<file path="src/rtl/canf_pkg.sv">
package canf_pkg;
  localparam int unsigned CODE_W    = 8;
  localparam int unsigned STAT_ADDR = 1;

  typedef enum logic { KIND_CODE = 1'b0, KIND_MASK = 1'b1 } reg_kind_e;

  // flat index of a filter byte: banks in order, codes then masks within a bank
  function automatic int unsigned filt_index(input int unsigned bank,
                                             input reg_kind_e kind,
                                             input int unsigned byte_n,
                                             input int unsigned nbyte);
    return bank * 2 * nbyte + (kind == KIND_MASK ? nbyte : 0) + byte_n;
  endfunction
endpackage

</file>
<file path="src/rtl/canf_regfile.sv">
module canf_regfile
  import canf_pkg::*;
#(
  parameter int unsigned NBANK = 2,
  parameter int unsigned NBYTE = 4,
  parameter int unsigned IDX_W = 4
) (
  input  logic                            clk,
  input  logic                            rst,
  input  logic                            wr_en,
  input  logic [IDX_W-1:0]                wr_idx,
  input  logic [CODE_W-1:0]               wr_byte,
  input  logic                            init_req,
  input  logic                            init_ack,
  output logic [NBANK*2*NBYTE-1:0][CODE_W-1:0] regs
);
  localparam int unsigned NREG = NBANK * 2 * NBYTE;

  logic wr_ok;
  assign wr_ok = init_req & init_ack;

  always_ff @(posedge clk) begin
    if (rst) begin
      regs <= '0;
    end else if (wr_en && wr_ok && (32'(wr_idx) < NREG)) begin
      regs[wr_idx] <= wr_byte;
    end
  end

  AST_GATED_WRITE: assert property (@(posedge clk) disable iff (rst)
    !(init_req && init_ack) |=> $stable(regs));
endmodule

</file>
<file path="src/rtl/canf_bank_match.sv">
module canf_bank_match
  import canf_pkg::*;
#(
  parameter int unsigned NBYTE     = 4,
  parameter int unsigned STD_BYTES = 2
) (
  input  logic [NBYTE*CODE_W-1:0] id,
  input  logic                    ext,
  input  logic [NBYTE*CODE_W-1:0] code,
  input  logic [NBYTE*CODE_W-1:0] mask,
  output logic                    hit
);
  logic [NBYTE-1:0] byte_ok;
  logic [NBYTE-1:0] byte_used;

  for (genvar n = 0; n < NBYTE; n++) begin : g_byte
    logic [CODE_W-1:0] id_b, code_b, mask_b;
    assign id_b   = id[n*CODE_W +: CODE_W];
    assign code_b = code[n*CODE_W +: CODE_W];
    assign mask_b = mask[n*CODE_W +: CODE_W];
    // every bit either equal or masked out
    assign byte_ok[n] = &(~(id_b ^ code_b) | mask_b);
    if (n < STD_BYTES) begin : g_std
      assign byte_used[n] = 1'b1;
    end else begin : g_ext
      assign byte_used[n] = ext;
    end
  end

  assign hit = &(byte_ok | ~byte_used);
endmodule

</file>
<file path="src/rtl/canf_decide.sv">
module canf_decide #(
  parameter int unsigned NBANK  = 2,
  parameter int unsigned BANK_W = 1
) (
  input  logic              clk,
  input  logic              rst,
  input  logic              rx_done,
  input  logic [NBANK-1:0]  hit,
  input  logic              clr,
  output logic              acc_pulse,
  output logic [BANK_W-1:0] acc_bank,
  output logic              rx_ready
);
  logic [BANK_W-1:0] win;
  logic              take;

  always_comb begin
    win = '0;
    for (int b = NBANK - 1; b >= 0; b--) begin
      if (hit[b]) win = BANK_W'(b);
    end
  end

  assign take = rx_done & (|hit);

  always_ff @(posedge clk) begin
    if (rst) begin
      acc_pulse <= 1'b0;
      acc_bank  <= '0;
      rx_ready  <= 1'b0;
    end else begin
      acc_pulse <= take;
      if (take) acc_bank <= win;
      if (take)      rx_ready <= 1'b1;
      else if (clr)  rx_ready <= 1'b0;
    end
  end

  AST_PULSE_AFTER_DONE: assert property (@(posedge clk) disable iff (rst)
    acc_pulse |-> $past(rx_done));
  AST_READY_ON_ACCEPT: assert property (@(posedge clk) disable iff (rst)
    acc_pulse |-> rx_ready);
  AST_READY_HOLD: assert property (@(posedge clk) disable iff (rst)
    (rx_ready && !clr) |=> rx_ready);
endmodule

</file>
<file path="src/rtl/can_id_filter.sv">
module can_id_filter
  import canf_pkg::*;
#(
  parameter int unsigned NBANK     = 2,
  parameter int unsigned NBYTE     = 4,
  parameter int unsigned STD_BYTES = 2,
  parameter int unsigned ADDR_W    = 6,
  parameter int unsigned DATA_W    = 16,
  parameter int unsigned FILT_BASE = 16
) (
  input  logic                    clk,
  input  logic                    rst,
  input  logic                    reg_wr,
  input  logic [ADDR_W-1:0]       reg_addr,
  input  logic [DATA_W-1:0]       reg_wdata,
  output logic [DATA_W-1:0]       reg_rdata,
  input  logic                    init_req,
  input  logic                    init_ack,
  input  logic [NBYTE*CODE_W-1:0] rx_id,
  input  logic                    rx_ext,
  input  logic                    rx_done,
  output logic                    acc_pulse,
  output logic [(NBANK>1?$clog2(NBANK):1)-1:0] acc_bank,
  output logic                    rx_ready
);
  localparam int unsigned NREG   = NBANK * 2 * NBYTE;
  localparam int unsigned IDX_W  = $clog2(NREG);
  localparam int unsigned BANK_W = (NBANK > 1) ? $clog2(NBANK) : 1;
  localparam logic [ADDR_W-1:0] BASE_A = ADDR_W'(FILT_BASE);
  localparam logic [ADDR_W-1:0] STAT_A = ADDR_W'(STAT_ADDR);

  // filter window must be aligned to its size so the low address bits index it
  logic             filt_sel;
  logic [IDX_W-1:0] idx;
  assign filt_sel = (reg_addr[ADDR_W-1:IDX_W] == BASE_A[ADDR_W-1:IDX_W]);
  assign idx      = reg_addr[IDX_W-1:0];

  logic unused_wbits;
  assign unused_wbits = ^reg_wdata[DATA_W-1:CODE_W];

  logic [NREG-1:0][CODE_W-1:0] regs;

  canf_regfile #(.NBANK(NBANK), .NBYTE(NBYTE), .IDX_W(IDX_W)) regs_i (
    .clk     (clk),
    .rst     (rst),
    .wr_en   (reg_wr & filt_sel),
    .wr_idx  (idx),
    .wr_byte (reg_wdata[CODE_W-1:0]),
    .init_req(init_req),
    .init_ack(init_ack),
    .regs    (regs)
  );

  logic [NBANK-1:0] hit;

  for (genvar b = 0; b < NBANK; b++) begin : g_bank
    logic [NBYTE*CODE_W-1:0] code_v, mask_v;
    for (genvar n = 0; n < NBYTE; n++) begin : g_b
      assign code_v[n*CODE_W +: CODE_W] = regs[filt_index(b, KIND_CODE, n, NBYTE)];
      assign mask_v[n*CODE_W +: CODE_W] = regs[filt_index(b, KIND_MASK, n, NBYTE)];
    end
    canf_bank_match #(.NBYTE(NBYTE), .STD_BYTES(STD_BYTES)) match_i (
      .id  (rx_id),
      .ext (rx_ext),
      .code(code_v),
      .mask(mask_v),
      .hit (hit[b])
    );
  end

  logic clr;
  assign clr = reg_wr && (reg_addr == STAT_A) && reg_wdata[0];

  canf_decide #(.NBANK(NBANK), .BANK_W(BANK_W)) decide_i (
    .clk      (clk),
    .rst      (rst),
    .rx_done  (rx_done),
    .hit      (hit),
    .clr      (clr),
    .acc_pulse(acc_pulse),
    .acc_bank (acc_bank),
    .rx_ready (rx_ready)
  );

  always_ff @(posedge clk) begin
    if (rst) begin
      reg_rdata <= '0;
    end else if (reg_addr == STAT_A) begin
      reg_rdata <= DATA_W'({acc_bank, rx_ready});
    end else if (filt_sel) begin
      reg_rdata <= DATA_W'(regs[idx]);
    end else begin
      reg_rdata <= '0;
    end
  end

  AST_RSV_ZERO: assert property (@(posedge clk) disable iff (rst)
    reg_rdata[DATA_W-1:CODE_W] == '0);
  AST_NO_HIT_NO_PULSE: assert property (@(posedge clk) disable iff (rst)
    (rx_done && !(|hit)) |=> !acc_pulse);
  AST_BANK0_PRIO: assert property (@(posedge clk) disable iff (rst)
    (rx_done && hit[0]) |=> (acc_pulse && acc_bank == '0));
  AST_HIT_PULSE: assert property (@(posedge clk) disable iff (rst)
    (rx_done && (|hit)) |=> acc_pulse);
endmodule

</file>
<file path="config.mk">
export PLATFORM = sky130hd
export DESIGN_NAME = can_id_filter
export DESIGN_NICKNAME = d
export VERILOG_FILES = /design/src/rtl/canf_pkg.sv /design/src/rtl/canf_regfile.sv /design/src/rtl/canf_bank_match.sv /design/src/rtl/canf_decide.sv /design/src/rtl/can_id_filter.sv
export SDC_FILE = /design/constraint.sdc
export NUM_CORES = 1
export LEC_CHECK = 0
export ABC_AREA = 1
export BUFFER_PORTS_ARGS = -buffer_cell sky130_fd_sc_hd__buf_2
export CAP_MARGIN = 20
export CORE_MARGIN = 3
export CORE_UTILIZATION = 55
export CTS_CLUSTER_SIZE = 16
export DETAILED_ROUTE_END_ITERATION = 12
export PLACE_DENSITY_LB_ADDON = 0.3
export SYNTH_ARGS = -nofsm -noshare
export SYNTH_HDL_FRONTEND = slang
export SYNTH_SLANG_ARGS = --single-unit
</file>
<file path="constraint.sdc">
create_clock -name clk -period 1.55 [get_ports clk]
set_clock_uncertainty 0.15 [all_clocks]
set_input_delay 0.0775 -clock clk [delete_from_list [all_inputs] [get_ports clk]]
set_output_delay 0.0775 -clock clk [all_outputs]
set_load 0.005 [all_outputs]
</file>
# After elaboration in Yosys (flattened, before gate mapping)
# Cells that the tools add are included.
[word_totals]
out_inout_bits = 19
n_memories = 0
word_cells = 86
inputBits = 61
ram_bits = 0
ff_bits = 147
latchBits = 0
mem_bits_ro = 0
[op_classes]
n_addsub = 0
reduce_logical = 18
bitwise_logic = 31
div = 0
multipliers = 0
muxes = 11
magnitude_cmp = 2
eq_ne = 2
n_shift = 0
[ops]
columns = ["operator", "n"]
rows = [
  ["bitwise mux 128 bit", 1],
  ["inverter 8 bit", 8],
  ["OR 8 bit", 8],
  ["AND reduction 8 bit", 8],
  ["XOR 8 bit", 8],
  ["binary-select mux 8 bit (select 4 bit)", 1],
  ["demux 8 bit (select 4 bit)", 1],
  ["two-way mux 8 bit", 2],
  ["OR 4 bit", 2],
  ["AND reduction 4 bit", 2],
  ["== test 6 x 1 -> 1 bit (second input constant)", 1],
  ["< comparator 4 x 5 -> 1 bit (second input constant)", 1],
  ["greater-or-equal comparator 4 x 1 -> 1 bit (second input constant)", 1],
  ["logical AND 1 bit", 4],
  ["two-way mux 1 bit", 4],
  ["two-way mux 2 bit", 2],
  ["inverter 4 bit", 1],
  ["OR reduction 2 bit", 2],
  ["bitwise AND 1 bit", 3],
  ["OR reduction 3 bit", 1],
  ["== test 2 x 1 -> 1 bit (second input constant)", 1],
  ["nonzero test 2 bit", 1],
  ["inverter 1 bit", 1],
]

# Depth between registers and ports, before layout
# Gate-level depths: netlist of run 1.
[depth]
depth_word = 9
depth_mapped = 13
ltp_nobuf = 13

# Modules after synthesis
# A second synthesis of run 1 with hierarchy kept.
[unflattened]
hier_cells = 1525
area_unflattened_um2 = 8959.8
[modules_own_cells]
columns = ["mod", "area_each_um2", "cells_each", "instances"]
rows = [
  ["canf_regfile", 5470.2, 757, 1],
  ["can_id_filter", 1784.2, 370, 1],
  ["canf_bank_match", 799.5, 192, 2],
  ["canf_decide", 106.4, 14, 1],
]

# Least setup slack after synthesis of run 1
# No wires, ideal clock.
[synth_timing]
kind = "flip-flop to flip-flop"
startpoint = "reg regs_i.regs[68] (netlist name)"
endpoint = "reg decide_i.rx_ready"
path_stages_with_launch = 10
arrival_time_ps = 1142
synth_period_minus_slack_ps = 1351
path_slack_ps = 199
n_path_buf = 0
setup_time_ps = 59
required_time_ps = 1341
cell_sequence = "dfxtp_1 > or2_2 > nand2_1 > nand3_1 > nand3b_1 > nor2_1 > nand2_1 > nand2_1 > nand2_1 > nand2_1"
[synth_via]
elab_chain_len = 9
elab_cells_between_ends = 10
classes_between = "mux (1); bitwise (5); reduce/logical (4)"
[synth_lines]
columns = ["element", "line_no", "source"]
rows = [
  ["start: declaration", "canf_regfile.sv:15", "output logic [NBANK*2*NBYTE-1:0][CODE_W-1:0] regs"],
  ["start signal: indexed assignment", "canf_regfile.sv:26", "regs[wr_idx] <= wr_byte;"],
  ["XOR 8 bit *", "canf_bank_match.sv:22", "assign byte_ok[n] = &(~(id_b ^ code_b) | mask_b);"],
  ["inverter 8 bit *", "canf_bank_match.sv:22", ""],
  ["OR 8 bit *", "canf_bank_match.sv:22", ""],
  ["AND reduction 8 bit *", "canf_bank_match.sv:22", ""],
  ["OR 4 bit *", "canf_bank_match.sv:30", "assign hit = &(byte_ok | ~byte_used);"],
  ["AND reduction 4 bit *", "canf_bank_match.sv:30", ""],
  ["OR reduction 2 bit *", "canf_decide.sv:24", "assign take = rx_done & (|hit);"],
  ["bitwise AND 1 bit *", "canf_decide.sv:24", ""],
  ["two-way mux 1 bit or nonzero test 2 bit (tied branches)", "n/a", ""],
  ["end signal: assignment", "canf_decide.sv:30", "rx_ready <= 1'b0;"],
  ["end signal: assignment", "canf_decide.sv:34", "if (take) rx_ready <= 1'b1;"],
  ["end signal: assignment", "canf_decide.sv:35", "else if (clr) rx_ready <= 1'b0;"],
  ["end: declaration", "canf_decide.sv:12", "output logic rx_ready"],
]
# Every way passes the cells marked *; elsewhere a longest branch is shown, timed or not.
# A chain may end at the register's enable or synchronous reset.

# Worst setup path after layout of run 1
[layout_timing]
startpoint = "in reg_wr"
endpoint = "reg regs_i.regs[44] (netlist name)"
[layout_via]
elab_chain_len = 2
[layout_lines]
columns = ["element", "line_no", "source"]
rows = [
  ["start: declaration", "can_id_filter.sv:13", "input logic reg_wr,"],
  ["bitwise AND 1 bit", "can_id_filter.sv:46", ".wr_en (reg_wr & filt_sel),"],
  ["logical AND 1 bit", "canf_regfile.sv:25", "end else if (wr_en && wr_ok && (32'(wr_idx) < NREG)) begin"],
]
# No other way between the ends.

==> metrics.csv, run 1 <==
stage,metric,value,unit
pwr,register share of total power,41.8,%
logic_synthesis,number of synthesis warnings,0,
setup_path,class of the most critical setup path,in -> reg,
floorplanning,count of standard-cell rows,40,
route,sum of routed wire length over all layers,20700,um
min_path,class of the tightest hold or removal check,in -> reg,
clock_tree,clock buffer count from CTS,17,
route,number of design-rule violations left by the first detailed-router iteration,815,
timing,Final Slew Violations,0,
logic_synthesis,gate count of the mapped netlist,1059,
timing,tightest hold margin,-22.4,ps
clock_tree,clock-pin transition on the worst setup and hold timing paths,50,ps
logic_synthesis,"Avg Cell Area, Syn",6.58,um^2
floorplanning,IO Pins,80,
placed_design,final weighted congestion in routability-driven placement,0.920,
global_route,total global routing track utilization,29.7,%
final_layout,"most common cell after layout, fill and taps aside",sky130_fd_sc_hd__nand2_1,
timing,final-report setup violation count,0,
logic_synthesis,number of distinct library cell variants in the gate-level netlist after synthesis,27,
placed_design,# port buffers,63,
setup_path,capturing element type of the critical path,register,
logic_synthesis,area of the mapped netlist,6970,um^2
setup_path,crit path launch,reg_wr,
placed_design,final HPWL from detailed placement,14400,um
logic_synthesis,share of flip-flops with an asynchronous set or reset after synthesis,0,%
logic_synthesis,count of flip-flops with a built-in enable after synthesis,0,
pwr,internal power,6.67,mW
logic_synthesis,Yosys top cell area share,39.9,%
pwr,Power Total,8.59,mW
final_layout,area overhead of the layout relative to synthesis,21.4,%
timing,Final Critical Period,1500,ps
pwr,switching share of power,22.4,%
pwr,switching power,1.92,mW
clock_tree,maximum clock insertion buffer count,2,
final_layout,proportion of layout cells with a drive suffix above 1,15.9,%
floorplanning,DIE HEIGHT,119,um
global_route,residual overflow from global routing,0,
setup_path,"Data required, critical path",1720,ps
clock_tree,number of buffers added for setup after CTS,0,
clock_tree,Clock Sinks,139,
clock_tree,CTS root buf,sky130_fd_sc_hd__clkbuf_16,
logic_synthesis,cell type with the largest total area after synthesis,sky130_fd_sc_hd__dfxtp_1,
final_layout,post-layout net count,1196,
route,post-detailed-route count of antenna-violating nets,0,
setup_path,peak fanout along the critical path,12,
setup_path,crit path DAT,1670,ps
global_route,via count of the first global-routing pass,6650,
pwr,cell area power density,1010,nW/um^2
pwr,highest ir drop seen on vdd,0.000896,V
global_route,maximum number of pins on one net before global-route repair,70,
clock_tree,CTS tree,yes,
final_layout,Final Util,69.3,%
clock_tree,CTS H-tree depth,4,
floorplanning,area of the core,12200,um^2
floorplanning,Initial Util,57.1,%
route,vias,7260,
final_layout,final antenna diode count,0,
pwr,relative contribution of combinational cells to total power,7.6,%
route,residual DRC count,0,
clock_tree,worst-skew pair later-pin latency,430,ps
global_route,first-pass GRT wire length,33300,um
run,Max-cap violations,0,
global_route,initial antenna violation count,0,
run_status,status,finished with violations,
route,vias per inst,5.52,
setup_path,sort of element at the start of the critical path,input port,
floorplanning,die width,119,um
logic_synthesis,flip-flop and latch count after synthesis,139,
timing,final critical-path share of the clock period,96.8,%
floorplanning,overall die area,14100,um^2
logic_synthesis,register area share after synthesis,39.9,%
timing,fin worst setup slack,49.3,ps
timing,unrepaired setup endpoints after global routing,yes,
timing,hold violation count in the final report,1,
route,mean routed wirelength per cell,15.7,um
setup_path,Crit Reg-Reg Startpoint,regs_i.regs[71]$_SDFFE_PP0P_,
route,first drt pass iteration count,5,
placed_design,"worst slack, placed",19.2,ps
logic_synthesis,main flop type after synthesis,sky130_fd_sc_hd__dfxtp_1,
run_status,violated checks,hold timing,
pwr,clock share of power,50.7,%
min_path,hold_sp,reg_wdata[0],
timing,Fmax,666,MHz
pwr,Lkg Pwr,3.52,nW
final_layout,most used cells in the layout excluding fill and tap cells,"183 x sky130_fd_sc_hd__nand2_1, 164 x sky130_fd_sc_hd__o21ai_0, 152 x sky130_fd_sc_hd__inv_1, 130 x sky130_fd_sc_hd__a21oi_1, 127 x sky130_fd_sc_hd__dfxtp_1",
logic_synthesis,top cells by area in the synthesized netlist,"sky130_fd_sc_hd__dfxtp_1 40%, sky130_fd_sc_hd__o21ai_0 12%, sky130_fd_sc_hd__nand2_1 10%",
routing by layer:
layer	track usage, %	routed length [um]	vias to the layer above
met2	45.9	9380	353
li1	-	-	3613
met1	40.3	8790	3244
met4	13.0	594	0
met3	5.98	1950	50
met5	0	0	-
state kept, by name, indices dropped and copies added (netlist names):
| register | cells |
|---|---|
| decide_i.acc_pulse | 1 |
| decide_i.rx_ready | 1 |
| regs_i.regs | 128 |
| decide_i.acc_bank | 1 |
| reg_rdata | 8 |
what timing repair did:
| action | 4_1_cts | 5_1_grt |
|---|---|---|
| endpoints found under the setup margin | 0 | 63 |
| resized for setup | 0 | 54 |
| hold endpoints to repair | 116 | 0 |
| hold buffers | 13 | 0 |
worst max-delay path: stages:
cell and delay, ps:
sky130_fd_sc_hd__dlygate4sd3_1 530, sky130_fd_sc_hd__buf_2 140, sky130_fd_sc_hd__nand4_4 180, sky130_fd_sc_hd__nor2_4 190, sky130_fd_sc_hd__nand2_1 110, sky130_fd_sc_hd__buf_4 190, sky130_fd_sc_hd__o21ai_0 180, sky130_fd_sc_hd__a21oi_1 60
logic make-up after synthesis:
kind of cell	synth area share [%]
other cells	0.0538
buf+inv	13.7
flops	39.9
simple gates	19.0
compound gates	27.4
power groups by stage:
stage	clock network, mW	registers [mW]	logic [mW]
after floorplan	0	3.66	0.356
after global placement	0	3.66	0.588
after detailed placement	0	3.66	0.594
after CTS	4.38	3.59	0.621
after global routing	4.53	3.58	0.719
final	4.35	3.59	0.650
cell usage after synthesis, drive strengths merged (2+ instances only):
cell      n
a21oi   130
a22oi     2
a31oi     5
buf      36
clkbuf   26
dfxtp   139
inv     171
nand2   188
nand3    47
nand4     5
nor2     80
o21ai   168
o221ai    2
o22ai    55
stage by stage:
stage	cells	TNS (ps)	area, um^2
detailed placement	1271	0	7610
finish	1316	0	8460
global route	1316	-120	8460
CTS	1316	0	8370
floorplan	1066	0	7000
global placement	1271	0	7610
final cells by class:
| class | count | area (um^2) |
|---|---|---|
| Clock buffer | 25 | 495 |
| Clock inverter | 7 | 135 |
| Fill cell | 1064 | 3750 |
| Inverter | 171 | 642 |
| Multi-Input combinational cell | 694 | 3340 |
| Sequential cell | 139 | 2800 |
| Tap cell | 168 | 210 |
| Timing Repair Buffer | 112 | 841 |
path summary, 6_finish.rpt:
check / depth (start not counted) / slack [ps] / to
hold / removal: 3 / -20 / regs_i.regs[24]$_SDFFE_PP0P_
setup / recovery: 8 / 50 / regs_i.regs[44]$_SDFFE_PP0P_
setup reg to reg: 10 / 70 / decide_i.rx_ready$_SDFFE_PP0P_
hold reg to reg: 2 / 320 / regs_i.regs[57]$_SDFFE_PP0P_
No activity file was read; power rests on OpenSTA's default activity.
==> inputs of run 2 (changes only) <==
--- a/config.mk
+++ b/config.mk
@@ -9,7 +9,7 @@
 export BUFFER_PORTS_ARGS = -buffer_cell sky130_fd_sc_hd__buf_2
 export CAP_MARGIN = 20
 export CORE_MARGIN = 3
-export CORE_UTILIZATION = 55
+export CORE_UTILIZATION = 59
 export CTS_CLUSTER_SIZE = 16
 export DETAILED_ROUTE_END_ITERATION = 12
 export PLACE_DENSITY_LB_ADDON = 0.3
==> metrics.csv, run 2 (synthesis results as in run 1) <==
stage,metric,value,unit
setup_path,cell type of the slowest stage on the worst timing path,sky130_fd_sc_hd__dfxtp_1,
setup_path,crit path DAT,1730,ps
pwr,Lkg Pwr,3.53,nW
timing,Final Critical Period,1500,ps
run,Max-cap violations,0,
clock_tree,CTS tree,yes,
floorplanning,die width,115,um
setup_path,most used cell along the critical path,sky130_fd_sc_hd__nand2_1,
route,sum of routed wire length over all layers,21100,um
setup_path,worst reg-to-reg setup slack,50,ps
pwr,highest ir drop seen on vdd,0.00153,V
global_route,maximum number of pins on one net before global-route repair,84,
final_layout,final antenna diode count,0,
final_layout,proportion of layout cells with a drive suffix above 1,15.0,%
global_route,first-pass GRT wire length,33600,um
clock_tree,clock buffer count from CTS,17,
route,detailed route wirelength on metal2,9470,um
setup_path,"Data required, critical path",1780,ps
min_path,class of the tightest hold or removal check,in -> reg,
pwr,cell area power density,980,nW/um^2
setup_path,class of the most critical setup path,reg -> reg,
floorplanning,Initial Util,60.8,%
final_layout,area overhead of the layout relative to synthesis,20.6,%
pwr,Power Total,8.25,mW
final_layout,Final Util,73.3,%
final_layout,post-layout net count,1201,
clock_tree,CTS root buf,sky130_fd_sc_hd__clkbuf_16,
clock_tree,maximum clock insertion buffer count,2,
min_path,hold_sp,reg_addr[3],
final_layout,largest register by flop count,regs_i.regs,
placed_design,final weighted congestion in routability-driven placement,0.964,
floorplanning,count of standard-cell rows,39,
route,wire length on met3,2000,um
placed_design,# port buffers,63,
floorplanning,area of the core,11500,um^2
setup_path,cell depth of the worst flop-to-flop path,12,
global_route,residual overflow from global routing,0,
route,vias per inst,5.70,
final_layout,"flip-flop count of the largest register, all copies and words added",128,
route,post-detailed-route count of antenna-violating nets,0,
setup_path,buffer and inverter count on the worst path,1,
min_path,hold endpoint,reg_rdata[4]$_SDFF_PP0_,
route,top layer in use,met4,
route,number of design-rule violations left by the first detailed-router iteration,824,
route,vias,7386,
final_layout,most used cells in the layout excluding fill and tap cells,"184 x sky130_fd_sc_hd__nand2_1, 167 x sky130_fd_sc_hd__o21ai_0, 164 x sky130_fd_sc_hd__inv_1, 131 x sky130_fd_sc_hd__dfxtp_1, 130 x sky130_fd_sc_hd__a21oi_1",
setup_path,cell type group with the largest total delay on the critical path,simple AND/OR/NAND/NOR gates,
global_route,via count of the first global-routing pass,6535,
min_path,cell depth of the worst hold path,5,
final_layout,"most common cell after layout, fill and taps aside",sky130_fd_sc_hd__nand2_1,
placed_design,post-detailed-placement cell area,7620,um^2
route,post-route met1 wirelength,8890,um
route,first drt pass iteration count,6,
global_route,total global routing track utilization,32.8,%
route,mean routed wirelength per cell,16.3,um
floorplanning,IO Pins,80,
clock_tree,CTS H-tree depth,4,
setup_path,peak fanout along the critical path,3,
timing,Fmax,668,MHz
setup_path,sort of element at the start of the critical path,register,
run_status,status,"finished, final reports clean",
timing,hold violation count in the final report,0,
clock_tree,worst-skew pair later-pin latency,430,ps
floorplanning,overall die area,13200,um^2
setup_path,list of cells traversed by the critical path,inv_1 > nand2_1 > nor2_1 > nor2_1 > nand2_1 > nor2_1 > nand2_1 > nand2_2 > nand2_1 > nand2_1 > nand2_2 > nand2_1,
clock_tree,clock-pin transition on the worst setup and hold timing paths,60,ps
setup_path,capturing element type of the critical path,register,
setup_path,Worst path max stage delay,320,ps
route,residual DRC count,0,
floorplanning,DIE HEIGHT,115,um
timing,final critical-path share of the clock period,96.6,%
placed_design,final HPWL from detailed placement,14500,um
setup_path,capture instance of the worst register-to-register path,decide_i.rx_ready$_SDFFE_PP0P_,
timing,final-report setup violation count,0,
global_route,initial antenna violation count,0,
timing,unrepaired setup endpoints after global routing,yes,
timing,Final Slew Violations,0,
setup_path,Crit Reg-Reg Startpoint,regs_i.regs[112]$_SDFFE_PP0P_,
final_layout,final instance area,8410,um^2
clock_tree,Clock Sinks,139,
final_layout,Top Registers,"regs_i.regs: 128 flops, reg_rdata: 8 flops",
==> run 2: cell types whose count changed in the layout (fill, tap and decap cells not counted), moves of 3 or more <==
| cell | previous run | this run |
|---|---|---|
| sky130_fd_sc_hd__clkbuf_1 | 4 | 1 |
| sky130_fd_sc_hd__nor2_4 | 6 | 1 |
| sky130_fd_sc_hd__nor2_2 | 8 | 12 |
| sky130_fd_sc_hd__clkinv_2 | 3 | 6 |
| sky130_fd_sc_hd__o21ai_0 | 164 | 167 |
| sky130_fd_sc_hd__dfxtp_1 | 127 | 131 |
| sky130_fd_sc_hd__inv_1 | 152 | 164 |
| sky130_fd_sc_hd__inv_2 | 19 | 7 |
| sky130_fd_sc_hd__dfxtp_2 | 12 | 7 |
| sky130_fd_sc_hd__o21ai_1 | 4 | 0 |
==> run 2: final cells by class <==
cell class / count / area, um^2
multi-input combinational: 694 / 3310
fill: 901 / 3060
sequential: 139 / 2800
timing repair buffer: 117 / 906
inverter: 171 / 642
clock buffer: 20 / 457
tap: 143 / 179
clock inverter: 12 / 123
==> run 2: repair_timing <==
item | in CTS | in global routing
hold buffers | 14 | 0
hold endpoints to repair | 126 | 0
endpoints found under the setup margin | 2 | 3
buffers inserted | 0 | 1
pin swaps | 0 | 7
gates resized for setup | 2 | 28
==> run 2: worst max-delay path by stage <==
stage                                     end                           from  cells after the start
6_report       decide_i.rx_ready$_SDFFE_PP0P_  regs_i.regs[112]$_SDFFE_PP0P_                     12
5_1_grt        decide_i.rx_ready$_SDFFE_PP0P_   regs_i.regs[16]$_SDFFE_PP0P_                     11
4_1_cts        decide_i.rx_ready$_SDFFE_PP0P_   regs_i.regs[15]$_SDFFE_PP0P_                      9
3_5_place_dp    regs_i.regs[114]$_SDFFE_PP0P_                    reg_addr[5]                      9
3_3_place_gp    regs_i.regs[112]$_SDFFE_PP0P_                    reg_addr[5]                      9
2_1_floorplan  decide_i.rx_ready$_SDFFE_PP0P_   regs_i.regs[68]$_SDFFE_PP0P_                      9
==> run 2: metal layers <==
layer	vias up	GRT usage (%)
li1	3623	-
met1	3318	44.8
met2	380	50.7
met3	65	7.19
met4	0	12.9
met5	-	0
==> run 2: worst reg2reg max path, delay by kind of cell (launching register included) <==
family / cells / cell delay, ps
buf+inv: 1 / 80
flops: 1 / 320
simple gates: 11 / 910
==> run 2: through the flow <==
stage,TNS [ps],hold WS [ps],std cells,setup WS (ps)
CTS,0,6.18,1295,4.28
floorplan,0,103,1066,199
global route,-124,29.8,1296,-64.9
detailed placement,-355,237,1249,-50.0
global placement,0,232,1249,5.97
finish,0,15.7,1296,52.2
==> run 2: power by group <==
group	total, mW	internal (mW)	switching (mW)
combinational	0.655	0.235	0.420
sequential	3.58	3.58	0.00359
clock	4.01	2.43	1.57
==> inputs of run 3 (changes only) <==
--- a/config.mk
+++ b/config.mk
@@ -9,7 +9,7 @@
 export BUFFER_PORTS_ARGS = -buffer_cell sky130_fd_sc_hd__buf_2
 export CAP_MARGIN = 20
 export CORE_MARGIN = 3
-export CORE_UTILIZATION = 59
+export CORE_UTILIZATION = 40
 export CTS_CLUSTER_SIZE = 16
 export DETAILED_ROUTE_END_ITERATION = 12
 export PLACE_DENSITY_LB_ADDON = 0.3
==> metrics.csv, run 3 (synthesis results as in run 1) <==
stage,metric,value,unit
floorplanning,Initial Util,41.5,%
route,vias per inst,5.11,
timing,tightest hold margin,15.1,ps
setup_path,crit path DAT,1700,ps
final_layout,multi-input combinational cell area,3310,um^2
final_layout,largest register by flop count,regs_i.regs,
run,Max-cap violations,0,
timing,fin worst setup slack,66.7,ps
floorplanning,area of the core,16800,um^2
clock_tree,CTS tree,yes,
final_layout,Top Registers,"regs_i.regs: 128 flops, reg_rdata: 8 flops",
final_layout,area overhead of the layout relative to synthesis,22.8,%
clock_tree,clock buffer count from CTS,17,
clock_tree,Clock Sinks,139,
placed_design,"worst slack, placed",17.7,ps
floorplanning,overall die area,19000,um^2
final_layout,proportion of layout cells with a drive suffix above 1,15.6,%
timing,Final Critical Period,1480,ps
route,detailed route wirelength on metal2,9670,um
final_layout,most used cells in the layout excluding fill and tap cells,"186 x sky130_fd_sc_hd__nand2_1, 168 x sky130_fd_sc_hd__o21ai_0, 158 x sky130_fd_sc_hd__inv_1, 130 x sky130_fd_sc_hd__a21oi_1, 127 x sky130_fd_sc_hd__dfxtp_1",
placed_design,final weighted congestion in routability-driven placement,0.901,
global_route,initial antenna violation count,0,
pwr,Lkg Pwr,3.56,nW
clock_tree,CTS root buf,sky130_fd_sc_hd__clkbuf_16,
timing,final critical-path share of the clock period,95.7,%
route,mean routed wirelength per cell,15.5,um
pwr,highest ir drop seen on vdd,0.000745,V
setup_path,capture instance of the worst register-to-register path,decide_i.rx_ready$_SDFFE_PP0P_,
clock_tree,worst-skew pair later-pin latency,420,ps
min_path,hold_sp,reg_wdata[0],
final_layout,final-layout fill cell count,1677,
run_status,status,"finished, final reports clean",
final_layout,Final Util,50.9,%
clock_tree,CTS H-tree depth,4,
timing,Final Slew Violations,0,
setup_path,"Data required, critical path",1770,ps
setup_path,capturing element type of the critical path,register,
setup_path,sort of element at the start of the critical path,register,
timing,unrepaired setup endpoints after global routing,yes,
setup_path,worst reg-to-reg setup slack,70,ps
floorplanning,die width,138,um
route,top layer in use,met4,
min_path,hold endpoint,regs_i.regs[24]$_SDFFE_PP0P_,
final_layout,"flip-flop count of the largest register, all copies and words added",128,
route,post-detailed-route count of antenna-violating nets,0,
setup_path,class of the most critical setup path,reg -> reg,
pwr,cell area power density,983,nW/um^2
floorplanning,DIE HEIGHT,138,um
clock_tree,maximum clock insertion buffer count,2,
min_path,cell depth of the worst hold path,3,
setup_path,cell depth of the worst flop-to-flop path,9,
final_layout,post-layout net count,1204,
clock_tree,clock-pin transition on the worst setup and hold timing paths,60,ps
global_route,via count of the first global-routing pass,6289,
route,wire length on met3,1110,um
route,vias,7038,
global_route,residual overflow from global routing,0,
timing,Fmax,674,MHz
min_path,class of the tightest hold or removal check,in -> reg,
final_layout,final antenna diode count,0,
global_route,first-pass GRT wire length,33300,um
floorplanning,IO Pins,80,
final_layout,storage element area,2800,um^2
setup_path,peak fanout along the critical path,3,
global_route,total global routing track utilization,21.7,%
final_layout,"most common cell after layout, fill and taps aside",sky130_fd_sc_hd__nand2_1,
global_route,maximum number of pins on one net before global-route repair,74,
setup_path,Crit Reg-Reg Startpoint,regs_i.regs[15]$_SDFFE_PP0P_,
placed_design,# port buffers,63,
route,post-route met1 wirelength,10200,um
route,residual DRC count,0,
floorplanning,count of standard-cell rows,47,
route,sum of routed wire length over all layers,21400,um
placed_design,final HPWL from detailed placement,15400,um
timing,final-report setup violation count,0,
route,number of design-rule violations left by the first detailed-router iteration,703,
timing,hold violation count in the final report,0,
route,first drt pass iteration count,6,
==> run 3: changes by cell type in the layout (fill, tap and decap cells not counted), moves of 2 or more <==
cell / previous run / this run
sky130_fd_sc_hd__dfxtp_1: 131 / 127
sky130_fd_sc_hd__inv_2: 7 / 13
sky130_fd_sc_hd__inv_1: 164 / 158
sky130_fd_sc_hd__clkinv_2: 6 / 3
sky130_fd_sc_hd__clkbuf_8: 2 / 6
sky130_fd_sc_hd__nand2_2: 4 / 2
sky130_fd_sc_hd__clkbuf_1: 1 / 3
sky130_fd_sc_hd__clkinv_4: 2 / 0
sky130_fd_sc_hd__dfxtp_2: 7 / 12
sky130_fd_sc_hd__buf_4: 28 / 31
sky130_fd_sc_hd__nand2_1: 184 / 186
sky130_fd_sc_hd__nor2_2: 12 / 10
==> run 3: how the worst max path moves through the flow <==
stage                                            start                             end  cells past startpoint
final                     regs_i.regs[15]$_SDFFE_PP0P_  decide_i.rx_ready$_SDFFE_PP0P_                      9
after global placement                     reg_addr[1]         reg_rdata[2]$_SDFF_PP0_                     10
after detailed placement                   reg_addr[5]    regs_i.regs[18]$_SDFFE_PP0P_                     11
after CTS                 regs_i.regs[16]$_SDFFE_PP0P_  decide_i.rx_ready$_SDFFE_PP0P_                     12
after global routing      regs_i.regs[19]$_SDFFE_PP0P_  decide_i.rx_ready$_SDFFE_PP0P_                     12
after floorplan           regs_i.regs[68]$_SDFFE_PP0P_  decide_i.rx_ready$_SDFFE_PP0P_                      9
==> run 3: power by group <==
part	internal, mW	switching [mW]
registers	3.58	0.00354
clock network	2.62	1.54
logic	0.244	0.425
total	6.45	1.97
==> run 3: cell type report <==
cell class / instances / share of cell area, %
repair buffers: 120 / 11.0
multi-input cells: 694 / 38.6
inverters: 171 / 7.50
well taps: 220 / 3.21
clock inverters: 6 / 0.964
flip-flops and latches: 139 / 32.7
clock buffers: 26 / 6.06
==> run 3: per-stage QoR <==
step                TNS (ps)  power [mW]  area [um^2]  cells
finish                     0        8.41         8560   1376
global route           -70.1        8.68         8560   1376
CTS                        0        8.44         8480   1373
detailed placement         0        4.29         7750   1328
global placement           0        4.28         7750   1328
floorplan                  0        4.02         7000   1066
==> run 3: timing repair <==
item | in CTS | in global routing
hold buffers | 13 | 0
setup endpoints to repair | 0 | 28
setup buffers | 0 | 3
hold endpoints to repair | 114 | 0
resized for setup | 0 | 35
==> run 3: per-layer routing <==
layer / track usage [%] / vias to the layer above
met5: 0 / -
met4: 5.98 / 0
li1: - / 3628
met3: 4.07 / 29
met2: 33.7 / 185
met1: 30.9 / 3196
==> run 3: worst max-delay path: stages (launching register included) <==
cell	delay [ps]
sky130_fd_sc_hd__dfxtp_1	320
sky130_fd_sc_hd__o21ai_0	250
sky130_fd_sc_hd__nand2_1	90
sky130_fd_sc_hd__nor2_1	110
sky130_fd_sc_hd__nand3_1	90
sky130_fd_sc_hd__nor2_1	140
sky130_fd_sc_hd__nand2_1	90
sky130_fd_sc_hd__nand2_1	70
sky130_fd_sc_hd__nand2_2	60
sky130_fd_sc_hd__nand2_1	60
